**src/rtl/npc_pkg.sv**
```systemverilog
package npc_pkg;
  localparam int unsigned XLEN   = 32;
  localparam int unsigned OP_W   = 6;
  localparam int unsigned IMM_W  = 16;
  localparam int unsigned JADR_W = 26;
  localparam int unsigned WORD_B = XLEN / 8;
  localparam int unsigned ALGN_W = $clog2(WORD_B);

  localparam logic [OP_W-1:0] OP_JMP = 6'd2;
  localparam logic [OP_W-1:0] OP_BEQ = 6'd4;
  localparam logic [OP_W-1:0] OP_BNE = 6'd5;

  typedef struct packed {
    logic is_beq;
    logic is_bne;
    logic is_jmp;
    logic bad_op;
  } npc_dec_t;
endpackage

```
**src/rtl/npc_decode.sv**
```systemverilog
module npc_decode
  import npc_pkg::*;
#(
  parameter logic [(1<<OP_W)-1:0] LEGAL_OPS = 64'h0000_0808_0000_0135
) (
  input  logic            valid_i,
  input  logic [OP_W-1:0] op_i,
  output npc_dec_t        dec_o
);
  always_comb begin
    dec_o        = '0;
    dec_o.is_beq = valid_i && (op_i == OP_BEQ);
    dec_o.is_bne = valid_i && (op_i == OP_BNE);
    dec_o.is_jmp = valid_i && (op_i == OP_JMP);
    dec_o.bad_op = valid_i && !LEGAL_OPS[op_i];
  end
endmodule

```
**src/rtl/npc_cmp.sv**
```systemverilog
module npc_cmp #(
  parameter int unsigned W = 32
) (
  input  logic [W-1:0] a_i,
  input  logic [W-1:0] b_i,
  input  logic         want_eq_i,
  input  logic         want_ne_i,
  output logic         take_o
);
  logic same;
  assign same   = (a_i == b_i);
  assign take_o = (want_eq_i && same) || (want_ne_i && !same);
endmodule

```
**src/rtl/npc_target.sv**
```systemverilog
module npc_target
  import npc_pkg::*;
(
  input  logic [XLEN-1:0]   pc_i,
  input  logic [JADR_W-1:0] field_i,
  output logic [XLEN-1:0]   seq_o,
  output logic [XLEN-1:0]   br_o,
  output logic [XLEN-1:0]   jmp_o
);
  localparam int unsigned SX_W = XLEN - IMM_W - ALGN_W;
  localparam int unsigned HI_W = XLEN - JADR_W - ALGN_W;

  logic [IMM_W-1:0] imm;
  logic [XLEN-1:0]  offs;

  assign imm   = field_i[IMM_W-1:0];
  assign offs  = {{SX_W{imm[IMM_W-1]}}, imm, {ALGN_W{1'b0}}};
  assign seq_o = pc_i + XLEN'(WORD_B);
  assign br_o  = seq_o + offs;
  assign jmp_o = {seq_o[XLEN-1 -: HI_W], field_i, {ALGN_W{1'b0}}};
endmodule

```
**src/rtl/npc_unit.sv**
```systemverilog
module npc_unit
  import npc_pkg::*;
#(
  parameter logic [(1<<OP_W)-1:0] LEGAL_OPS = 64'h0000_0808_0000_0135,
  parameter logic [XLEN-1:0]      RST_PC    = '0
) (
  input  logic            clk_i,
  input  logic            rst_ni,
  input  logic            instr_valid_i,
  input  logic [XLEN-1:0] instr_i,
  input  logic [XLEN-1:0] rs_val_i,
  input  logic [XLEN-1:0] rt_val_i,
  output logic [XLEN-1:0] pc_o,
  output logic [XLEN-1:0] next_pc_o,
  output logic            taken_o,
  output logic            illegal_o
);
  npc_dec_t        dec;
  logic            br_take;
  logic [XLEN-1:0] pc_q, seq_pc, br_pc, jmp_pc;

  npc_decode #(.LEGAL_OPS(LEGAL_OPS)) i_dec (
    .valid_i (instr_valid_i),
    .op_i    (instr_i[XLEN-1 -: OP_W]),
    .dec_o   (dec)
  );

  npc_cmp #(.W(XLEN)) i_cmp (
    .a_i       (rs_val_i),
    .b_i       (rt_val_i),
    .want_eq_i (dec.is_beq),
    .want_ne_i (dec.is_bne),
    .take_o    (br_take)
  );

  npc_target i_tgt (
    .pc_i    (pc_q),
    .field_i (instr_i[JADR_W-1:0]),
    .seq_o   (seq_pc),
    .br_o    (br_pc),
    .jmp_o   (jmp_pc)
  );

  always_comb begin
    if (dec.is_jmp)   next_pc_o = jmp_pc;
    else if (br_take) next_pc_o = br_pc;
    else              next_pc_o = seq_pc;
  end

  assign taken_o   = dec.is_jmp || br_take;
  assign illegal_o = dec.bad_op;

  always_ff @(posedge clk_i or negedge rst_ni) begin
    if (!rst_ni)            pc_q <= RST_PC;
    else if (instr_valid_i) pc_q <= next_pc_o;
  end

  assign pc_o = pc_q;
endmodule

```
**config.mk**
```make
export PLATFORM = sky130hd
export DESIGN_NAME = npc_unit
export DESIGN_NICKNAME = d
export VERILOG_FILES = /design/src/rtl/npc_pkg.sv /design/src/rtl/npc_decode.sv /design/src/rtl/npc_cmp.sv /design/src/rtl/npc_target.sv /design/src/rtl/npc_unit.sv
export SDC_FILE = /design/constraint.sdc
export NUM_CORES = 1
export LEC_CHECK = 0
export BUFFER_PORTS_ARGS = -buffer_cell sky130_fd_sc_hd__buf_2
export CORE_MARGIN = 5
export CORE_UTILIZATION = 52
export DETAILED_ROUTE_END_ITERATION = 7
export GPL_ROUTABILITY_DRIVEN = 0
export GPL_TIMING_DRIVEN = 1
export PLACE_DENSITY = 0.84
export SLEW_MARGIN = 40
export SYNTH_ARGS = -nofsm -noshare
export SYNTH_HDL_FRONTEND = slang
export SYNTH_SLANG_ARGS = --single-unit
```
**constraint.sdc**
```tcl
create_clock -name clk_i -period 6.8 [get_ports clk_i]
set_clock_uncertainty 0.1 [all_clocks]
set_input_delay 0.34 -clock clk_i [delete_from_list [all_inputs] [get_ports clk_i]]
set_output_delay 0.34 -clock clk_i [all_outputs]
set_load 0.02 [all_outputs]
```
==> impl_metrics.yaml, run 1 <==
critical_path:
  timing.rr.end: "pc_o[27]"
  slowest_stage: "or4_1"
  worst-r2r-cell-count: 14
  rrSetupSlack_ps: 2670
  cp-end-kind: "output pin"
  required_ps: 6360
  reg2reg_from: "pc_o[4]"
  cp_data_arrival_time_ps: 4360
  path_class: "reg -> out"
  startpoint_type: "flop"
  cp_max_fo: 9
  slowest_delay_ps: 520
  path_cells: "and4_1 -> nand2_1 -> nor3_1 -> nor3b_1 -> xnor2_1 -> inv_1 -> ha_1 -> nand2_1 -> or4_1 -> o21bai_1 -> nor2_1 -> o31ai_1 -> xor2_1 -> mux2_2 -> buf_2"
  path_common_cell: "nand2_1"
placed_design:
  dpl-instance-area_mm2: 0.00536
  dp_hpwl_um: 11600
  io_buffers: 164
  place_worst_setup_slack_ps: 2400
logic_synthesis:
  synthCells: 583
  synth_mux_area_share_pct: 4.47
  synthAdderAreaFrac_pct: 10.8
  yosys_warnings: 0
  synth-simple-area-share_pct: 22.9
  synth_flop_cell: "dfrtp_1"
  synth_edf_count: 0
  synthesis.nets: 720
  synth_top_family_by_area: "compound AO/OA/AOI/OAI gates"
  synth_top_area_cell: "dfrtp_1"
  ys_ff_latch: 32
  syn_area_per_cell_um2: 7.69
  synth_xor_area_share_pct: 16.8
  yosys-top-cells-area: "dfrtp_1 18%, xnor2_1 12%, ha_1 10%"
  synth_area_mm2: 0.00448
  yosysTopAreaCellShare_pct: 17.9
  yosysUniqueCellTypes: 61
  synth_compound_area_share_pct: 23.3
  seq_area_frac_synth_pct: 17.9
  synth_async_sr_flop_share_pct: 100
drt:
  wl_um: 14800
  drt_pass1_iterations: 6
  drt-vias-per-instance: 6.01
  final_antenna_net_count: 0
  route.vias.total: 5060
  wire_per_inst_um: 17.6
  drc: 0
  first_iter_violations: 260
global_route:
  grt_first_pass_wirelength_um: 23700
  first_global_vias: 4919
  busiest_layer: "met2"
  grt_overflow: 0
  track_usage_pct: 27.9
  grt_max_degree: 42
  grt_util_met1_pct: 37.9
  grt_util_met3_pct: 4.53
  met2_usage_pct: 45.3
  grt_antenna_before_repair: 0
cells_and_area:
  finish.instance_area_mm2: 0.00548
  nets: 873
  syn_to_final_growth_pct: 22.3
  layout_commonest_cell: "buf_2"
  largest_reg_flops: 32
  antennaDiodeCount: 0
  mostFrequentLayoutCells: "162 x buf_2, 76 x nand2_1, 60 x xnor2_1"
  drive_gt1_share_pct: 26.7
timing:
  slew_viol_final: 0
  fmax_mhz: 208
  worstMarginPinSlew_ps: 814
  rsz0062_at_grt: "false"
  finalCritPeriodShare_pct: 70.6
  slew_headroom_pct: 45.7
  finalSetupTns_ps: 0
  period_minus_slack_ps: 4800
  setup_ws_ps: 2000
  timing.final.hold_violations: 0
  setup_viol: 0
floorplanning:
  core-area_mm2: 0.00830
  ios: 165
  rows: 33
  dieArea_mm2: 0.0106
  die_h_um: 103
  die_x_um: 103
  initial_core_util_pct: 54.0
min_path:
  hp-class: "in -> reg"
  worst_hold_startpoint: "instr_i[22]"
  min_delay_path_depth: 4
  min_to: "pc_o[24]"
pwr:
  power_density_mw_per_mm2: 361
  leakage_nw: 2.50
  switching_share_pct: 52.7
  clockPowerShare_pct: 9.7
  p_int_w: 0.000938
  finalPower_w: 0.00198
  p_seq_share_pct: 18.1
  p_switching_w: 0.00104
  pwr-share-comb_pct: 72.3
  peakVddDrop_v: 0.000236
clock_network:
  cts.repair.resized: 0
  cts_setup_buffers: 0
  path_clk_slew_ps: 80
  htreeDepth: 2
  cts_hold_buf: 0
  cts_buffer_depth: 2
  clkSinkCount: 32
  root_buffer: "clkbuf_8"
  cts_buffers: 5
  clock_latency_ps: 290
  cts_tree: "yes"
status:
  status: "finished clean"
job:
  drv_cap: 0
==> metal layers <==
metal | vias to the layer above | wire [um]
met3 | 37 | 1280
met4 | 0 | 309
met2 | 228 | 6960
li1 | 2441 | -
met1 | 2354 | 6270
met5 | - | 0
==> synth_stat cells (all sizes together) (12+ instances only) <==
master,number
a21oi,35
a31oi,12
dfrtp,32
ha,37
inv,23
mux2,16
nand2,76
nand3,16
nand4,22
nor2,44
nor3,13
o21ai,25
xnor2,60
xor2,26
==> stage by stage <==
stage	instances	hold WS, ps	utilization [%]
after floorplan	583	-55.6	-
after global placement	833	361	64.6
after detailed placement	833	374	64.6
after CTS	841	60.7	65.9
after global routing	842	335	66.1
final	842	325	66.1
==> worst max-delay path, delay by kind of cell (launching register included) <==
family / cells / cell delay [ps]
fa+ha+maj: 1 / 430
xor+xnor: 2 / 320
simple gates: 7 / 1890
flops: 1 / 480
mux: 1 / 280
compound gates: 2 / 440
buf+inv: 2 / 230
==> power by group through the flow <==
| stage | clock (W) | combinational (W) | sequential (W) |
|---|---|---|---|
| final | 0.000192 | 0.00143 | 0.000358 |
| after CTS | 0.000193 | 0.00141 | 0.000356 |
| after global placement | 0 | 0.00137 | 0.000351 |
| after global routing | 0.000202 | 0.00157 | 0.000372 |
| after floorplan | 0 | 0.000957 | 0.000416 |
| after detailed placement | 0 | 0.00140 | 0.000359 |
==> worst max path at each step <==
stage	from	to	slack, ps	cells after the start
final	pc_o[4]	next_pc_o[29]	2000	15
after global routing	pc_o[4]	next_pc_o[29]	1610	15
after CTS	pc_o[4]	next_pc_o[29]	2050	15
after detailed placement	pc_o[4]	next_pc_o[29]	2400	15
after global placement	pc_o[4]	next_pc_o[29]	2540	15
after floorplan	pc_o[4]	pc_o[27]	2650	16
==> area by class of cell <==
cell class / instances / area [um2]
fill: 717 / 2820
tap: 105 / 131
inverter: 23 / 86.3
clock buffer: 6 / 72.6
multi-input combinational: 507 / 3510
clock inverter: 2 / 35.0
timing repair buffer: 167 / 851
sequential: 32 / 801
==> cell families (layout without fill, tap and decap cells) <==
logic type / Yosys count / count (layout)
multiplexers: 18 / 18
AND/OR/NAND/NOR: 212 / 212
adder cells (fa/ha/maj): 38 / 38
XOR/XNOR: 86 / 86
flip-flops: 32 / 32
AO/OA/AOI/OAI: 153 / 153
buffers and inverters: 44 / 198
(Power assumes the default switching activity.)
==> inputs of run 2 (changes only) <==
--- a/config.mk
+++ b/config.mk
@@ -7,11 +7,11 @@
 export LEC_CHECK = 0
 export BUFFER_PORTS_ARGS = -buffer_cell sky130_fd_sc_hd__buf_2
 export CORE_MARGIN = 5
-export CORE_UTILIZATION = 52
+export CORE_UTILIZATION = 46
 export DETAILED_ROUTE_END_ITERATION = 7
 export GPL_ROUTABILITY_DRIVEN = 0
 export GPL_TIMING_DRIVEN = 1
-export PLACE_DENSITY = 0.84
+export PLACE_DENSITY = 0.78
 export SLEW_MARGIN = 40
 export SYNTH_ARGS = -nofsm -noshare
 export SYNTH_HDL_FRONTEND = slang
==> constraint.sdc (replaced) <==
create_clock -name clk_i -period 4.4 [get_ports clk_i]
set_clock_uncertainty 0.1 [all_clocks]
set_input_delay 0.22 -clock clk_i [delete_from_list [all_inputs] [get_ports clk_i]]
set_output_delay 0.22 -clock clk_i [all_outputs]
set_load 0.02 [all_outputs]
==> run 2 against run 1 <==
Compared with the run above: sequential share of layout area shrank 0.42 points; non-clock buffer count grew 10; core utilization down 6.8 points; largest cell class unchanged; die area increased by 12%.
==> impl_metrics.yaml, run 2 (synthesis gave the netlist of run 1 again) <==
status:
  status: "finished clean"
placed_design:
  dpl-instance-area_mm2: 0.00542
  numPlacedInstances: 865
  dp_hpwl_um: 12000
  place_worst_setup_slack_ps: 153
  io_buffers: 164
global_route:
  grt_antenna_before_repair: 0
  grt_util_met3_pct: 4.14
  first_global_vias: 5129
  busiest_layer: "met2"
  grt_max_degree: 41
  met2_usage_pct: 43.6
  grt_first_pass_wirelength_um: 24400
  grt_overflow: 0
  grt_util_met1_pct: 32.7
  track_usage_pct: 25.5
drt:
  first_iter_violations: 314
  wire_per_inst_um: 17.6
  drc: 0
  route.vias.total: 5235
  drt_pass1_iterations: 5
  drt-vias-per-instance: 5.95
  final_antenna_net_count: 0
  wl_um: 15500
cells_and_area:
  stdcell_count: 880
  layout_commonest_cell: "buf_2"
  mostFrequentLayoutCells: "163 x buf_2, 75 x nand2_1, 59 x xnor2_1"
  finish.instance_area_mm2: 0.00572
  largest_reg_flops: 32
  antennaDiodeCount: 0
  drive_gt1_share_pct: 31.7
  syn_to_final_growth_pct: 27.5
  nets: 883
timing:
  setup_ws_ps: 170
  rsz0062_at_grt: "true"
  worstMarginPinSlew_ps: 576
  fmax_mhz: 236
  period_minus_slack_ps: 4230
  finalCritPeriodShare_pct: 96.1
  setup_viol: 0
  slew_headroom_pct: 61.6
  timing.final.hold_violations: 0
  slew_viol_final: 0
  hold_slack_ps: 211
pwr:
  power_density_mw_per_mm2: 557
  clockPowerShare_pct: 9.3
  p_switching_w: 0.00167
  switching_share_pct: 52.3
  p_int_w: 0.00152
  p_seq_share_pct: 17.5
  finalPower_w: 0.00319
  pwr-share-comb_pct: 73.3
  peakVddDrop_v: 0.000328
  leakage_nw: 2.56
min_path:
  min_delay_path_depth: 3
  worst_hold_startpoint: "instr_i[18]"
  hp-class: "in -> reg"
  min_to: "pc_o[20]"
clock_network:
  path_clk_slew_ps: 80
  cts_buffer_depth: 2
  clock_latency_ps: 290
  root_buffer: "clkbuf_8"
  clkSinkCount: 32
  htreeDepth: 2
  cts_buffers: 5
  cts_tree: "yes"
floorplanning:
  rows: 36
  core-area_mm2: 0.00964
  ios: 165
  die_h_um: 109
  dieArea_mm2: 0.0118
  die_x_um: 109
  initial_core_util_pct: 46.5
critical_path:
  path_cells: "and4_4 -> nand2_1 -> nor3_4 -> nand4_1 -> xor2_1 -> inv_1 -> ha_2 -> nand2_1 -> or4_1 -> o21bai_1 -> nor2_1 -> o31ai_1 -> xor2_1 -> mux2_2 -> buf_2"
  slowest_stage: "or4_1"
  reg2reg_from: "pc_o[9]"
  required_ps: 4080
  cp_max_fo: 8
  cp_data_arrival_time_ps: 3910
  worst-r2r-cell-count: 13
  path_class: "reg -> out"
  timing.rr.end: "pc_o[19]"
  rrSetupSlack_ps: 580
  slowest_delay_ps: 500
  cp-end-kind: "output pin"
  startpoint_type: "flop"
job:
  drv_cap: 0
## run 2: cell types whose count changed in the layout (fill, tap and decap cells not counted), moves of 3 or more
cell     before  now
and4_1        4    1
buf_4         4   13
dfrtp_1      32   24
dfrtp_2       0    8
ha_1         37   33
nor3_1       13    8
nor3_2        0    4
## run 2: how the worst max path moves through the flow
stage / from / end / slack (ps)
3_5_place_dp: pc_o[4] / next_pc_o[29] / 150
5_1_grt: pc_o[6] / next_pc_o[29] / -60
4_1_cts: pc_o[8] / next_pc_o[29] / 10
2_1_floorplan: pc_o[4] / pc_o[27] / 250
6_report: pc_o[5] / next_pc_o[29] / 170
3_3_place_gp: pc_o[4] / next_pc_o[29] / 330
## run 2: power groups by stage
| stage | registers, W | clock network, W | logic, W |
|---|---|---|---|
| after global placement | 0.000541 | 0 | 0.00215 |
| final | 0.000557 | 0.000295 | 0.00233 |
| after floorplan | 0.000643 | 0 | 0.00148 |
| after global routing | 0.000576 | 0.000315 | 0.00255 |
| after CTS | 0.000547 | 0.000302 | 0.00222 |
| after detailed placement | 0.000553 | 0 | 0.00220 |
## run 2: cell type report
class | count | area [um2]
fillers | 899 | 3920
multi-input cells | 507 | 3620
repair buffers | 177 | 923
clock buffers | 6 | 72.6
well taps | 133 | 166
clock inverters | 2 | 35.0
flip-flops and latches | 32 | 811
inverters | 23 | 86.3
## run 2: critical path: cells and delay by family (launching register included)
kind / cells / cell delay (ps)
mux: 1 / 290
fa+ha+maj: 1 / 380
buf+inv: 2 / 230
flops: 1 / 420
simple gates: 7 / 1520
compound gates: 2 / 440
xor+xnor: 2 / 340
## run 2: per-stage QoR
step,setup TNS [ps],util (%)
final,0,59.3
after global routing,-71.0,59.3
after CTS,0,57.6
after detailed placement,0,56.3
after global placement,0,56.3
after floorplan,0,-
## run 2: routing by layer
metal	wire length [um]	vias up	share of wire, %
met3	1210	46	7.8
met4	410	0	2.6
met2	7510	247	48
li1	-	2456	-
met5	0	-	0
met1	6390	2486	41
## run 2: timing repair
action | 4_1_cts | 5_1_grt
resized for setup | 3 | 34
setup buffers | 0 | 6
pin swaps | 0 | 3
hold endpoints to repair | 32 | 0
setup endpoints to repair | 3 | 12
hold buffers | 1 | 0
